--- config.mk ---
export PLATFORM = sky130hd
export DESIGN_NAME = joinable_fifo_pair
export DESIGN_NICKNAME = d
export VERILOG_FILES = /design/src/rtl/joinable_fifo_pair.sv
export SDC_FILE = /design/constraint.sdc
export NUM_CORES = 1
export LEC_CHECK = 0
export BUFFER_PORTS_ARGS = -buffer_cell sky130_fd_sc_hd__buf_2
export CAP_MARGIN = 20
export CORE_MARGIN = 5
export CORE_UTILIZATION = 63
export CTS_BUF_LIST = sky130_fd_sc_hd__clkbuf_2 sky130_fd_sc_hd__clkbuf_4 sky130_fd_sc_hd__clkbuf_8
export CTS_CLUSTER_DIAMETER = 200
export DETAILED_ROUTE_END_ITERATION = 10
export PLACE_DENSITY = 0.85
export SLEW_MARGIN = 20
export SYNTH_ARGS = -nofsm -noshare
export SYNTH_HDL_FRONTEND = slang
export SYNTH_SLANG_ARGS = --single-unit
--- constraint.sdc ---
create_clock -name clk -period 6 [get_ports clk]
set_input_delay 0.9 -clock clk [delete_from_list [all_inputs] [get_ports clk]]
set_output_delay 0.9 -clock clk [all_outputs]
set_load 0.01 [all_outputs]
--- src/rtl/joinable_fifo_pair.sv ---
module joinable_fifo_pair #(
  parameter int WIDTH = 32,
  parameter int DEPTH = 4
) (
  input  logic             clk,
  input  logic             rst_n,
  input  logic             join_tx,
  input  logic             join_rx,
  input  logic             tx_push,
  input  logic [WIDTH-1:0] tx_wdata,
  input  logic             tx_pop,
  output logic [WIDTH-1:0] tx_rdata,
  output logic             tx_full,
  output logic             tx_empty,
  input  logic             rx_push,
  input  logic [WIDTH-1:0] rx_wdata,
  input  logic             rx_pop,
  output logic [WIDTH-1:0] rx_rdata,
  output logic             rx_full,
  output logic             rx_empty
);
  localparam int SLOTS = 2 * DEPTH;
  localparam int AW    = $clog2(SLOTS);
  localparam int CW    = $clog2(SLOTS + 1);

  logic [WIDTH-1:0] mem [SLOTS];
  logic             mode_tx, mode_rx;
  logic [AW-1:0]    tx_wi, tx_ri, rx_wi, rx_ri;
  logic [CW-1:0]    tx_cnt, rx_cnt;

  function automatic logic [AW-1:0] step(input logic [AW-1:0] i, input logic [CW-1:0] cap);
    return ((CW'(i) + CW'(1)) == cap) ? '0 : i + AW'(1);
  endfunction

  wire flush  = (join_tx != mode_tx) | (join_rx != mode_rx);
  wire tx_off = mode_rx;
  wire rx_off = mode_tx;

  wire [CW-1:0] tx_cap  = mode_tx ? CW'(SLOTS) : CW'(DEPTH);
  wire [CW-1:0] rx_cap  = mode_rx ? CW'(SLOTS) : CW'(DEPTH);
  wire [AW-1:0] rx_base = mode_rx ? '0 : AW'(DEPTH);

  assign tx_full  = tx_off | (tx_cnt == tx_cap);
  assign tx_empty = tx_off | (tx_cnt == '0);
  assign rx_full  = rx_off | (rx_cnt == rx_cap);
  assign rx_empty = rx_off | (rx_cnt == '0);

  wire tx_wr = tx_push & ~tx_full  & ~flush;
  wire tx_rd = tx_pop  & ~tx_empty & ~flush;
  wire rx_wr = rx_push & ~rx_full  & ~flush;
  wire rx_rd = rx_pop  & ~rx_empty & ~flush;

  assign tx_rdata = tx_empty ? '0 : mem[tx_ri];
  assign rx_rdata = rx_empty ? '0 : mem[rx_base + rx_ri];

  always_ff @(posedge clk) begin
    if (tx_wr) mem[tx_wi] <= tx_wdata;
    if (rx_wr) mem[rx_base + rx_wi] <= rx_wdata;
  end

  always_ff @(posedge clk) begin
    if (!rst_n) begin
      mode_tx <= 1'b0;
      mode_rx <= 1'b0;
      tx_wi <= '0; tx_ri <= '0; tx_cnt <= '0;
      rx_wi <= '0; rx_ri <= '0; rx_cnt <= '0;
    end else if (flush) begin
      mode_tx <= join_tx;
      mode_rx <= join_rx;
      tx_wi <= '0; tx_ri <= '0; tx_cnt <= '0;
      rx_wi <= '0; rx_ri <= '0; rx_cnt <= '0;
    end else begin
      if (tx_wr) tx_wi <= step(tx_wi, tx_cap);
      if (tx_rd) tx_ri <= step(tx_ri, tx_cap);
      if (tx_wr & ~tx_rd) tx_cnt <= tx_cnt + CW'(1);
      else if (tx_rd & ~tx_wr) tx_cnt <= tx_cnt - CW'(1);
      if (rx_wr) rx_wi <= step(rx_wi, rx_cap);
      if (rx_rd) rx_ri <= step(rx_ri, rx_cap);
      if (rx_wr & ~rx_rd) rx_cnt <= rx_cnt + CW'(1);
      else if (rx_rd & ~rx_wr) rx_cnt <= rx_cnt - CW'(1);
    end
  end

  p_no_overflow_r2: assert property (@(posedge clk) disable iff (!rst_n)
    (tx_cnt <= tx_cap) && (rx_cnt <= rx_cap));
  p_push_full_r3: assert property (@(posedge clk) disable iff (!rst_n)
    (tx_push && tx_full && !tx_pop && !flush) |=> $stable(tx_cnt));
  p_pop_empty_r3: assert property (@(posedge clk) disable iff (!rst_n)
    (rx_pop && rx_empty && !rx_push && !flush) |=> (rx_cnt == '0));
  p_off_idle_r6: assert property (@(posedge clk) disable iff (!rst_n)
    (tx_off |-> tx_cnt == '0) and (rx_off |-> rx_cnt == '0));
  p_empty_zero_r6: assert property (@(posedge clk) disable iff (!rst_n)
    (tx_empty |-> tx_rdata == '0) and (rx_empty |-> rx_rdata == '0));
  p_flush_r7: assert property (@(posedge clk) disable iff (!rst_n)
    flush |=> (tx_cnt == '0 && rx_cnt == '0));
  p_both_off_r8: assert property (@(posedge clk) disable iff (!rst_n)
    (mode_tx && mode_rx) |-> (tx_full && tx_empty && rx_full && rx_empty));
endmodule

==> results of run 1 <==
[synth_stat cells (4+ instances only)]
library cell / number
sky130_fd_sc_hd__ha_1: 13
sky130_fd_sc_hd__mux2_1: 16
sky130_fd_sc_hd__nand2_1: 78
sky130_fd_sc_hd__mux2_2: 240
sky130_fd_sc_hd__nand3_1: 5
sky130_fd_sc_hd__nand4_1: 6
sky130_fd_sc_hd__o21ai_0: 4
sky130_fd_sc_hd__nor2_4: 8
sky130_fd_sc_hd__dfxtp_1: 25
sky130_fd_sc_hd__buf_1: 7
sky130_fd_sc_hd__o22ai_1: 4
sky130_fd_sc_hd__inv_1: 13
sky130_fd_sc_hd__clkbuf_1: 27
sky130_fd_sc_hd__buf_6: 22
sky130_fd_sc_hd__buf_2: 14
sky130_fd_sc_hd__xnor2_1: 7
sky130_fd_sc_hd__mux4_2: 128
sky130_fd_sc_hd__a21oi_1: 44
sky130_fd_sc_hd__xor2_1: 4
sky130_fd_sc_hd__edfxtp_1: 256
sky130_fd_sc_hd__nor2_1: 52
sky130_fd_sc_hd__or3_1: 4
sky130_fd_sc_hd__o32ai_1: 4
sky130_fd_sc_hd__mux2i_1: 40
[area by class of cell]
cell class | count | area share (%)
clock buffers | 68 | 4.38
multi-input cells | 696 | 43.2
clock inverters | 9 | 0.205
repair buffers | 163 | 4.95
inverters | 14 | 0.286
well taps | 335 | 2.28
diodes | 1 | 0.0136
flip-flops and latches | 281 | 44.7
[layer usage]
layer  wire, um  track usage, %  up-vias
li1           -               -     4545
met1      15800            37.1     5427
met2      20900            48.3      486
met3       3400            5.56       81
met4        886            8.00        8
met5         34               0        -
[registers in the layout (all words and copies together) (netlist names), named ones only]
name     count
rx_wi        3
mem        256
tx_cnt       4
mode_tx      1
rx_cnt       4
tx_ri        3
mode_rx      1
tx_wi        3
rx_ri        3
[layout by cell type, fill, tap and decap left out, types with 22 or more instances in the layout]
cell type                  count
sky130_fd_sc_hd__a21oi_1      44
sky130_fd_sc_hd__buf_2       139
sky130_fd_sc_hd__buf_4        22
sky130_fd_sc_hd__clkbuf_8     47
sky130_fd_sc_hd__edfxtp_1    256
sky130_fd_sc_hd__mux2_2      240
sky130_fd_sc_hd__mux2i_1      40
sky130_fd_sc_hd__mux4_2      128
sky130_fd_sc_hd__nand2_1      78
sky130_fd_sc_hd__nor2_1       52
[where the power goes]
| group | internal (mW) | switching, mW |
|---|---|---|
| logic | 0.163 | 0.186 |
| clock network | 0.848 | 0.751 |
| registers | 2.16 | 0.0145 |
| total | 3.17 | 0.951 |
[cells by family (layout without fill, tap and decap cells)]
| kind of cell | Yosys count | after routing | share of synthesized area [%] |
|---|---|---|---|
| mux | 424 | 424 | 37.4 |
| flops | 281 | 281 | 49.6 |
| simple gates | 173 | 173 | 5.14 |
| buf+inv | 88 | 254 | 3.31 |
| compound gates | 73 | 73 | 2.72 |
| fa+ha+maj | 15 | 15 | 1.23 |
| xor+xnor | 11 | 11 | 0.584 |
| other cells | 0 | 1 | 0 |
[critical path, cell delays in order, from the launching register on]
cell and delay [ps]:
sky130_fd_sc_hd__dfxtp_4 780, sky130_fd_sc_hd__buf_4 760, sky130_fd_sc_hd__mux4_2 580, sky130_fd_sc_hd__nand2_1 80, sky130_fd_sc_hd__a21oi_1 120, sky130_fd_sc_hd__buf_2 170
[stage by stage]
step / power [mW] / cells
6_report: 4.12 / 1567
3_3_place_gp: 2.54 / 1487
4_1_cts: 4.13 / 1564
2_1_floorplan: 2.43 / 1065
3_5_place_dp: 2.56 / 1487
5_1_grt: 4.26 / 1567
[worst paths after layout]
| kind | end | cells after the start |
|---|---|---|
| max | rx_rdata[11] | 5 |
| min | rx_cnt[3]$_SDFFE_PP0P_ | 2 |
| max reg2reg | mem[6][23]$_DFFE_PP_ | 5 |
| min reg2reg | rx_cnt[3]$_SDFFE_PP0P_ | 2 |
==> tab_implementation.tex, run 1 <==
\begin{tabular}{lr}
\hline
Metric & Value \\
\hline
\multicolumn{2}{l}{\textbf{Floorplanning}} \\
\quad Area of the placeable core & between 0.02 and 0.03 sq mm \\
\quad Die Width & 172 um \\
\quad Starting Density & 63.7\% \\
\quad Area of the die & a little under 0.03 sq mm \\
\quad I/O Pins & between 100 and 150 \\
\quad Die Span Y & 172 um \\
\quad Number of rows created at floorplan & 59 \\
\multicolumn{2}{l}{\textbf{Drt}} \\
\quad Pre-antenna DRT Iters & 5 \\
\quad DR vias & 10,500 \\
\quad Iter 0 DRT Violations & 1,013 \\
\quad Wirelength, routed & 41,000 um \\
\quad Routed wire per std cell & 26.2 um \\
\quad Vias per cell & 6.73 \\
\quad DRC violation count after routing & 0 \\
\quad Remaining antenna violation count after routing & 0 \\
\multicolumn{2}{l}{\textbf{Final layout}} \\
\quad P\&R area growth vs syn & 11.3\% \\
\quad Final core utilization & 70.8\% \\
\quad Area used by sequential logic in the layout & 0.00820 sq mm \\
\quad Number of nets in the layout & around 1,300 \\
\quad Share of final-layout standard cells stronger than drive strength 1 & just over 50\% \\
\quad Final Cell Area & 0.0184 sq mm \\
\quad Area taken by multi-input logic gates & 0.00793 sq mm \\
\quad Layout filler cell count & approximately 1,700 \\
\multicolumn{2}{l}{\textbf{Worst setup path}} \\
\quad R2R setup slack & 2480 ps \\
\quad Startpoint of the worst setup timing path & rx\_ri[0]\$\_SDFFE\_PP0P\_ \\
\quad CP max FO & 37 \\
\quad Signal arrival time at the worst endpoint & 3090 ps \\
\quad Reg-to-reg startpoint & mode\_rx\$\_SDFFE\_PN0P\_ \\
\quad Class of the most critical setup path & reg -> out \\
\quad Kind of end point of the critical path & output port \\
\quad Data required time at the worst endpoint & approximately 5100 ps \\
\quad Critical Path Start Type & register \\
\multicolumn{2}{l}{\textbf{Logic synthesis}} \\
\quad Share of flip-flops with an asynchronous set or reset & 0\% \\
\quad Top cells by area, synth & sky130\_fd\_sc\_hd\_\_edfxtp\_1 47\%, sky130\_fd\_sc\_hd\_\_mux4\_2 17\%, sky130\_fd\_sc\_hd\_\_mux2\_2 16\%, sky130\_fd\_sc\_hd\_\_dfxtp\_1 3.0\%, sky130\_fd\_sc\_hd\_\_mux2i\_1 2.4\% \\
\quad Netlist Area Pre-Place & approximately 0.016 sq mm \\
\quad Synth cell types & 53 \\
\quad Synthesis warning total & 0 \\
\quad Post-synth top flop & sky130\_fd\_sc\_hd\_\_edfxtp\_1 \\
\quad Number of synthesized flops with an enable pin & 256 \\
\quad Cells after Synth & 1,065 \\
\quad Syn avg cell area & 15.5 sq um \\
\quad Count of state elements after synthesis & 281 \\
\quad Yosys top cell area share & 46.6\% \\
\quad Post-Syn Nets & 1,152 \\
\quad Share of synthesized area occupied by flip-flops and latches & 49.6\% \\
\quad Cell taking the most area after synthesis & sky130\_fd\_sc\_hd\_\_edfxtp\_1 \\
\multicolumn{2}{l}{\textbf{Flow run}} \\
\quad Reported max-cap violation count & 0 \\
\multicolumn{2}{l}{\textbf{Global routing}} \\
\quad Wire length of the first global-routing pass & 63,400 um \\
\quad Maximum number of pins on one net before global-route repair & 67 \\
\quad Remaining Overflow, GRT & 0 \\
\quad Number of global-route vias before repair & roughly 11,000 \\
\quad Number of antenna violations at the first check in global routing & 5 \\
\quad Global Route Usage Sum & around 28\% \\
\multicolumn{2}{l}{\textbf{Pwr}} \\
\quad Static leakage power & around 6.1 nW \\
\quad Highest ir drop seen on vdd & about 0.00019 V \\
\quad Pwr/cell area & 225 mW/mm\^{}2 \\
\multicolumn{2}{l}{\textbf{STA}} \\
\quad Max transition margin & 22.5\% \\
\quad Transition time at the pin with the least slew margin & 1160 ps \\
\quad Unrepaired setup endpoints after global routing & false \\
\quad Final-report setup violation count & 0 \\
\quad Clock skew after layout & approximately 11 ps \\
\quad Final worst path period share & 66.6\% \\
\quad Hold violation total from the final report & 0 \\
\quad Post-Route Setup TNS & 0 ps \\
\quad Setup ws final & between 2000 and 2500 ps \\
\quad F\_max & 250 MHz \\
\quad Minimum hold slack & 530 ps \\
\quad Final Critical Period & approximately 4000 ps \\
\quad Final-report max-slew violation count & 0 \\
\multicolumn{2}{l}{\textbf{Place}} \\
\quad Post-DP Area & about 0.017 sq mm \\
\quad Routability-driven placement congestion ratio & 0.806 \\
\quad Worst slack, placed & 2230 ps \\
\quad Placed wire-length estimate & about 25,000 um \\
\quad Port Buffers & about 140 \\
\multicolumn{2}{l}{\textbf{Clock network}} \\
\quad Post-CTS Hold Fix Bufs & 0 \\
\quad CTS buffer count & 46 \\
\quad Post-cts gate resize count & 0 \\
\quad Clock slew at reported path FFs & $\sim$60 ps \\
\quad Master cell of the clock root buffer & sky130\_fd\_sc\_hd\_\_clkbuf\_8 \\
\quad Post-CTS setup buffer count & 0 \\
\quad Clock latency of the later-clocked register in the worst-skew pair & 570 ps \\
\quad TritonCTS clock tree & done \\
\quad CTS sink cnt & 281 \\
\quad Number of buffers on the longest clock path & 3 \\
\quad Max H-tree Level & 2 \\
\multicolumn{2}{l}{\textbf{Worst hold path}} \\
\quad Worst hold path class & reg -> reg \\
\quad Hold path startpoint & rx\_cnt[3]\$\_SDFFE\_PP0P\_ \\
\multicolumn{2}{l}{\textbf{Run status}} \\
\quad Status & finished clean \\
\hline
\end{tabular}
Note: power is estimated with default switching activity, not from simulation.
==> inputs of run 2 (changes only) <==
- clock period: 6 -> 3.92 ns (I/O delays scaled with it)
==> tab_implementation.tex, run 2 (synthesis gave the netlist of run 1 again) <==
\begin{tabular}{lr}
\hline
Metric & Value \\
\hline
\multicolumn{2}{l}{\textbf{Floorplanning}} \\
\quad I/O Pins & 140 (unchanged) \\
\quad Area of the die & 0.0295 sq mm (unchanged) \\
\quad Starting Density & 63.7\% (unchanged) \\
\quad Die Span Y & 172 um (unchanged) \\
\quad Number of rows created at floorplan & 59 (unchanged) \\
\quad Die Width & 172 um (unchanged) \\
\quad Area of the placeable core & 0.0259 sq mm (unchanged) \\
\multicolumn{2}{l}{\textbf{Drt}} \\
\quad Routed wire per std cell & 26.3 um (+0.38\%) \\
\quad Wirelength, routed & 41,800 um (+2.0\%) \\
\quad DRC violation count after routing & 0 (unchanged) \\
\quad Iter 0 DRT Violations & 1,100 (+8.6\%) \\
\quad Vias per cell & 6.67 (-0.86\%) \\
\quad Remaining antenna violation count after routing & 0 (unchanged) \\
\quad Pre-antenna DRT Iters & 5 (unchanged) \\
\quad DR vias & 10,600 (+0.79\%) \\
\multicolumn{2}{l}{\textbf{STA}} \\
\quad Final Critical Period & 3420 ps \\
\quad Final-report setup violation count & 0 (unchanged) \\
\quad Final worst path period share & 87.2\% \\
\quad Max transition margin & 32.8\% (+10 points) \\
\quad F\_max & 292 MHz \\
\quad Transition time at the pin with the least slew margin & 1010 ps (-153 ps) \\
\quad Clock skew after layout & 34.6 ps (+23.4 ps) \\
\quad Hold violation total from the final report & 0 (unchanged) \\
\quad Post-Route Setup TNS & 0 ps (unchanged) \\
\quad Unrepaired setup endpoints after global routing & false \\
\quad Final-report max-slew violation count & 0 (unchanged) \\
\multicolumn{2}{l}{\textbf{Final layout}} \\
\quad Largest register by flop count & mem \\
\quad Final core utilization & 71.9\% (+1.1 points) \\
\quad Share of final-layout standard cells stronger than drive strength 1 & 52.4\% (+0.93 points) \\
\quad Commonest cells after routing, fill and taps aside & 256 x sky130\_fd\_sc\_hd\_\_edfxtp\_1, 240 x sky130\_fd\_sc\_hd\_\_mux2\_2, 139 x sky130\_fd\_sc\_hd\_\_buf\_2 \\
\quad Most frequent standard cell in the layout excluding fill and tap cells & sky130\_fd\_sc\_hd\_\_edfxtp\_1 \\
\quad P\&R area growth vs syn & 12.9\% \\
\quad Number of flip-flops in the largest register & 256 (unchanged) \\
\quad Top flop regs & mem: 256 flops, rx\_cnt: 4 flops, tx\_cnt: 4 flops \\
\quad Number of nets in the layout & 1,306 (+1.3\%) \\
\multicolumn{2}{l}{\textbf{Clock network}} \\
\quad Number of buffers on the longest clock path & 3 (unchanged) \\
\quad Post-CTS Hold Fix Bufs & 0 (unchanged) \\
\quad CTS buffer count & 47 (+2.2\%) \\
\quad CTS sink cnt & 281 (unchanged) \\
\quad Clock slew at reported path FFs & 60 ps (about the same) \\
\quad TritonCTS clock tree & done \\
\quad Max H-tree Level & 2 (unchanged) \\
\quad Post-cts gate resize count & 0 (unchanged) \\
\quad Post-CTS setup buffer count & 0 (unchanged) \\
\quad Clock latency of the later-clocked register in the worst-skew pair & 580 ps (about the same) \\
\quad Master cell of the clock root buffer & sky130\_fd\_sc\_hd\_\_clkbuf\_8 \\
\multicolumn{2}{l}{\textbf{Run status}} \\
\quad Status & finished clean \\
\multicolumn{2}{l}{\textbf{Worst setup path}} \\
\quad Signal arrival time at the worst endpoint & 2830 ps (-260 ps) \\
\quad Kind of end point of the critical path & output port \\
\quad Critical Path Start Type & register \\
\quad CP max FO & 19 (-49\%) \\
\quad Class of the most critical setup path & reg -> out \\
\quad Data required time at the worst endpoint & 3330 ps (-1770 ps) \\
\multicolumn{2}{l}{\textbf{Global routing}} \\
\quad Remaining Overflow, GRT & 0 (unchanged) \\
\quad Wire length of the first global-routing pass & 64,000 um (+0.90\%) \\
\quad Global Route Usage Sum & 28.7\% (+0.57 points) \\
\quad Number of antenna violations at the first check in global routing & 5 (unchanged) \\
\quad Number of global-route vias before repair & 11,000 (-1.3\%) \\
\quad Maximum number of pins on one net before global-route repair & 34 (-49\%) \\
\multicolumn{2}{l}{\textbf{Pwr}} \\
\quad Static leakage power & 6.21 nW (+2.4\%) \\
\quad Highest ir drop seen on vdd & 0.000306 V (+60\%) \\
\quad Pwr/cell area & 343 mW/mm\^{}2 (+53\%) \\
\multicolumn{2}{l}{\textbf{Flow run}} \\
\quad Reported max-cap violation count & 0 (unchanged) \\
\multicolumn{2}{l}{\textbf{Place}} \\
\quad Routability-driven placement congestion ratio & 0.775 (-3.8\%) \\
\quad Placed wire-length estimate & 25,300 um (+2.4\%) \\
\quad Port Buffers & 139 (unchanged) \\
\multicolumn{2}{l}{\textbf{Worst hold path}} \\
\quad Worst hold path class & in -> reg \\
\hline
\end{tabular}
run 2: cell count changes in the layout (fill, tap and decap cells not counted):
cell / change
sky130_fd_sc_hd__buf_4: +8
sky130_fd_sc_hd__diode_2: +2
sky130_fd_sc_hd__buf_12: +9
sky130_fd_sc_hd__buf_16: -1
sky130_fd_sc_hd__clkinv_2: +3
sky130_fd_sc_hd__inv_6: +1
sky130_fd_sc_hd__clkbuf_4: +3
sky130_fd_sc_hd__clkbuf_8: +1
run 2: layout make-up:
type	count	area, sq um
diodes	3	7.51
clock buffers	72	841
clock inverters	13	61.3
fillers	1615	7280
inverters	14	52.6
multi-input cells	696	7930
flip-flops and latches	281	8200
well taps	335	419
repair buffers	179	1120
run 2: stage by stage:
| step | instance area (sq um) | instances | setup slack (ps) | total power [mW] | hold WS (ps) |
|---|---|---|---|---|---|
| 2_1_floorplan | 16500 | 1065 | -254 | 3.72 | 480 |
| 6_report | 18600 | 1593 | 500 | 6.39 | 252 |
| 5_1_grt | 18600 | 1593 | 370 | 6.60 | 247 |
| 4_1_cts | 18600 | 1590 | 484 | 6.41 | 234 |
| 3_5_place_dp | 17700 | 1505 | 641 | 3.92 | 521 |
| 3_3_place_gp | 17700 | 1505 | 771 | 3.90 | 512 |
run 2: power by group:
group	total (mW)	internal [mW]	switching, mW
Sequential	3.33	3.31	0.0225
Combinational	0.540	0.255	0.284
Clock	2.52	1.36	1.15
Total	6.39	4.93	1.46
run 2: worst paths after layout:
check / from / end / slack [ps] / cells past startpoint
setup reg to reg: mode_rx$_SDFFE_PN0P_ / mem[1][29]$_DFFE_PP_ / 610 / 6
setup / recovery: mode_rx$_SDFFE_PN0P_ / rx_rdata[23] / 500 / 5
hold reg to reg: rx_cnt[3]$_SDFFE_PP0P_ / rx_cnt[3]$_SDFFE_PP0P_ / 530 / 2
hold / removal: join_tx / mode_tx$_SDFFE_PN0P_ / 250 / 2
run 2: critical path: stages, from the launching register on:
cell and delay (ps):
sky130_fd_sc_hd__dfxtp_1 710, sky130_fd_sc_hd__xor2_4 750, sky130_fd_sc_hd__buf_4 310, sky130_fd_sc_hd__nand2_1 70, sky130_fd_sc_hd__a21oi_1 220, sky130_fd_sc_hd__buf_2 180
run 2: metal layers:
metal / wire length, um / part of all wire (%) / global-route usage, %
met5: 21 / 0.050 / 0
met1: 15600 / 37 / 38.4
met3: 4360 / 10 / 6.37
met4: 892 / 2.1 / 7.72
met2: 20900 / 50 / 48.3
==> inputs of run 3 (changes only) <==
- REMOVE_ABC_BUFFERS: default -> 1
==> tab_implementation.tex, run 3 (synthesis gave the netlist of run 1 again) <==
\begin{tabular}{lr}
\hline
Metric & Value \\
\hline
\multicolumn{2}{l}{\textbf{Drt}} \\
\quad Iter 0 DRT Violations & 1,094 (-0.55\%) \\
\quad Routed wire per std cell & 26.6 um (+1.3\%) \\
\quad Wirelength, routed & 42,300 um (+1.2\%) \\
\quad DR vias & 10,700 (+0.43\%) \\
\quad Remaining antenna violation count after routing & 0 (unchanged) \\
\quad DRC violation count after routing & 0 (unchanged) \\
\quad Vias per cell & 6.71 (+0.56\%) \\
\quad Pre-antenna DRT Iters & 5 (unchanged) \\
\multicolumn{2}{l}{\textbf{Worst setup path}} \\
\quad Depth of the most critical reg-to-reg path & 14 (+8) \\
\quad Signal arrival time at the worst endpoint & 2790 ps (-40 ps) \\
\quad R2R setup slack & 610 ps (about the same) \\
\quad Data required time at the worst endpoint & 3330 ps (about the same) \\
\quad CP max FO & 16 (-3) \\
\quad Reg-to-reg startpoint & tx\_cnt[2]\$\_SDFFE\_PP0P\_ \\
\quad Class of the most critical setup path & reg -> out \\
\quad Kind of end point of the critical path & output port \\
\quad Critical Path Start Type & register \\
\quad Capture instance of the worst register-to-register path & tx\_cnt[3]\$\_SDFFE\_PP0P\_ \\
\multicolumn{2}{l}{\textbf{Floorplanning}} \\
\quad Area of the placeable core & 0.0259 sq mm (unchanged) \\
\quad Die Width & 172 um (unchanged) \\
\quad Die Span Y & 172 um (unchanged) \\
\quad Area of the die & 0.0295 sq mm (unchanged) \\
\quad Number of rows created at floorplan & 59 (unchanged) \\
\quad I/O Pins & 140 (unchanged) \\
\quad Starting Density & 63.7\% (unchanged) \\
\multicolumn{2}{l}{\textbf{Flow run}} \\
\quad Reported max-cap violation count & 0 (unchanged) \\
\multicolumn{2}{l}{\textbf{Clock network}} \\
\quad Max H-tree Level & 2 (unchanged) \\
\quad Number of buffers on the longest clock path & 3 (unchanged) \\
\quad Master cell of the clock root buffer & sky130\_fd\_sc\_hd\_\_clkbuf\_8 \\
\quad CTS buffer count & 48 (+2.1\%) \\
\quad CTS sink cnt & 281 (unchanged) \\
\quad Post-CTS setup buffer count & 0 (unchanged) \\
\quad Post-CTS Hold Fix Bufs & 0 (unchanged) \\
\quad Clock latency of the later-clocked register in the worst-skew pair & 580 ps (about the same) \\
\quad Clock slew at reported path FFs & 50 ps (about the same) \\
\quad Post-cts gate resize count & 0 (unchanged) \\
\quad TritonCTS clock tree & done \\
\multicolumn{2}{l}{\textbf{Place}} \\
\quad Port Buffers & 139 (unchanged) \\
\quad Placed wire-length estimate & 26,200 um (+3.8\%) \\
\quad Routability-driven placement congestion ratio & 0.851 (+9.8\%) \\
\quad Worst slack, placed & 607 ps (-34.5 ps) \\
\multicolumn{2}{l}{\textbf{Global routing}} \\
\quad Number of antenna violations at the first check in global routing & 7 (+2) \\
\quad Maximum number of pins on one net before global-route repair & 57 (+68\%) \\
\quad Met1 global-route usage & 37.4\% (-1.1 points) \\
\quad Number of global-route vias before repair & 11,300 (+2.8\%) \\
\quad Wire length of the first global-routing pass & 64,600 um (+1.0\%) \\
\quad Most congested layer reported by global routing & met2 \\
\quad Global Route Usage Sum & 28.9\% (+0.14 points) \\
\quad Global-route met2 utilization & 49.8\% (+1.5 points) \\
\quad Met3 Use GR & 5.38\% (-0.99 points) \\
\quad Remaining Overflow, GRT & 0 (unchanged) \\
\multicolumn{2}{l}{\textbf{Pwr}} \\
\quad Pwr/cell area & 344 mW/mm\^{}2 (+0.34\%) \\
\quad Static leakage power & 6.18 nW (-0.44\%) \\
\quad Total power after layout & 6.41 mW (+0.42\%) \\
\quad Power share of the clock group & 39.7\% (+0.3 points) \\
\quad Fraction of power spent switching nets & 23.6\% (+0.71 points) \\
\quad Switching power of the nets & 1.51 mW (+3.5\%) \\
\quad Cell-internal power & 4.90 mW (-0.50\%) \\
\quad Sequential group share of total power & 51.9\% (-0.2 points) \\
\quad Share of total power in combinational logic & 8.4\% (about the same) \\
\quad Highest ir drop seen on vdd & 0.000341 V (+12\%) \\
\multicolumn{2}{l}{\textbf{STA}} \\
\quad Minimum hold slack & 257 ps (+5.15 ps) \\
\quad Hold violation total from the final report & 0 (unchanged) \\
\quad Final worst path period share & 86.3\% (-0.95 points) \\
\quad Final-report max-slew violation count & 0 (unchanged) \\
\quad Final Critical Period & 3380 ps (-37.2 ps) \\
\quad Max transition margin & 44.9\% (+12 points) \\
\quad Setup ws final & 538 ps (+37.2 ps) \\
\quad Unrepaired setup endpoints after global routing & false \\
\quad Transition time at the pin with the least slew margin & 823 ps (-185 ps) \\
\quad F\_max & 296 MHz (+1.1\%) \\
\quad Clock skew after layout & 24.9 ps (-9.67 ps) \\
\quad Final-report setup violation count & 0 (unchanged) \\
\multicolumn{2}{l}{\textbf{Worst hold path}} \\
\quad Worst hold endpoint & mode\_tx\$\_SDFFE\_PN0P\_ \\
\quad Depth of the worst hold-timing path & 2 (unchanged) \\
\quad Hold path startpoint & join\_tx \\
\quad Worst hold path class & in -> reg \\
\multicolumn{2}{l}{\textbf{Final layout}} \\
\quad Commonest cells after routing, fill and taps aside & 256 x sky130\_fd\_sc\_hd\_\_edfxtp\_1, 240 x sky130\_fd\_sc\_hd\_\_mux2\_2, 139 x sky130\_fd\_sc\_hd\_\_buf\_2 \\
\quad Layout filler cell count & 1,659 (+2.7\%) \\
\quad Number of flip-flops in the largest register & 256 (unchanged) \\
\quad Top flop regs & mem: 256 flops, rx\_cnt: 4 flops, tx\_cnt: 4 flops \\
\quad Number of nets in the layout & 1,303 (-0.23\%) \\
\quad Most frequent standard cell in the layout excluding fill and tap cells & sky130\_fd\_sc\_hd\_\_edfxtp\_1 \\
\quad Share of final-layout standard cells stronger than drive strength 1 & 51.8\% (-0.51 points) \\
\quad Area used by sequential logic in the layout & 0.00820 sq mm (unchanged) \\
\quad Final core utilization & 72.0\% (about the same) \\
\quad Largest register by flop count & mem \\
\quad P\&R area growth vs syn & 13.0\% (about the same) \\
\quad Area taken by multi-input logic gates & 0.00793 sq mm (unchanged) \\
\multicolumn{2}{l}{\textbf{Run status}} \\
\quad Status & finished clean \\
\hline
\end{tabular}
-- run 3: cell types whose count changed in the layout (fill, tap and decap cells not counted), sizes merged --
cell | before | now
clkbuf | 72 | 66
clkinvlp | 1 | 2
buf | 179 | 175
diode | 3 | 4
clkinv | 12 | 18
-- run 3: worst max-delay path, cell delays in order (launching register included) --
cell and delay, ps:
sky130_fd_sc_hd__dfxtp_1 490, sky130_fd_sc_hd__xnor2_2 750, sky130_fd_sc_hd__buf_4 430, sky130_fd_sc_hd__nand2_1 90
sky130_fd_sc_hd__a21oi_1 270, sky130_fd_sc_hd__buf_2 200
-- run 3: worst max path at each step --
stage | start | to | depth (start not counted)
after global placement | tx_cnt[2]$_SDFFE_PP0P_ | tx_cnt[3]$_SDFFE_PP0P_ | 14
after global routing | tx_cnt[2]$_SDFFE_PP0P_ | tx_cnt[3]$_SDFFE_PP0P_ | 14
after floorplan | join_rx | mem[3][0]$_DFFE_PP_ | 4
after detailed placement | tx_cnt[2]$_SDFFE_PP0P_ | tx_cnt[3]$_SDFFE_PP0P_ | 14
after CTS | mode_rx$_SDFFE_PN0P_ | rx_rdata[3] | 5
final | mode_rx$_SDFFE_PN0P_ | rx_rdata[3] | 5
-- run 3: cell type report --
cell class                 instances  area share, %
multi-input combinational        696           42.5
clock buffer                      66           4.37
sequential                       281           44.0
clock inverter                    20          0.497
antenna                            4         0.0537
inverter                          14          0.282
timing repair buffer             175           6.05
tap                              335           2.25
-- run 3: stage by stage --
step	TNS (ps)	instances	area, sq um
after floorplan	-62110	991	16000
after global placement	0	1501	17700
after detailed placement	0	1501	17700
after CTS	0	1587	18600
after global routing	0	1591	18600
final	0	1591	18600
-- run 3: layer usage --
| layer | vias to the layer above | share of wire, % |
|---|---|---|
| met2 | 526 | 52 |
| li1 | 4593 | - |
| met3 | 96 | 8.8 |
| met5 | - | 0.066 |
| met1 | 5455 | 37 |
| met4 | 6 | 2.7 |
-- run 3: power by group through the flow --
stage	clock network [mW]	logic, mW	registers (mW)
after floorplan	0	0.316	3.39
after global placement	0	0.508	3.39
after detailed placement	0	0.529	3.39
after CTS	2.57	0.533	3.33
after global routing	2.71	0.577	3.33
final	2.55	0.538	3.33
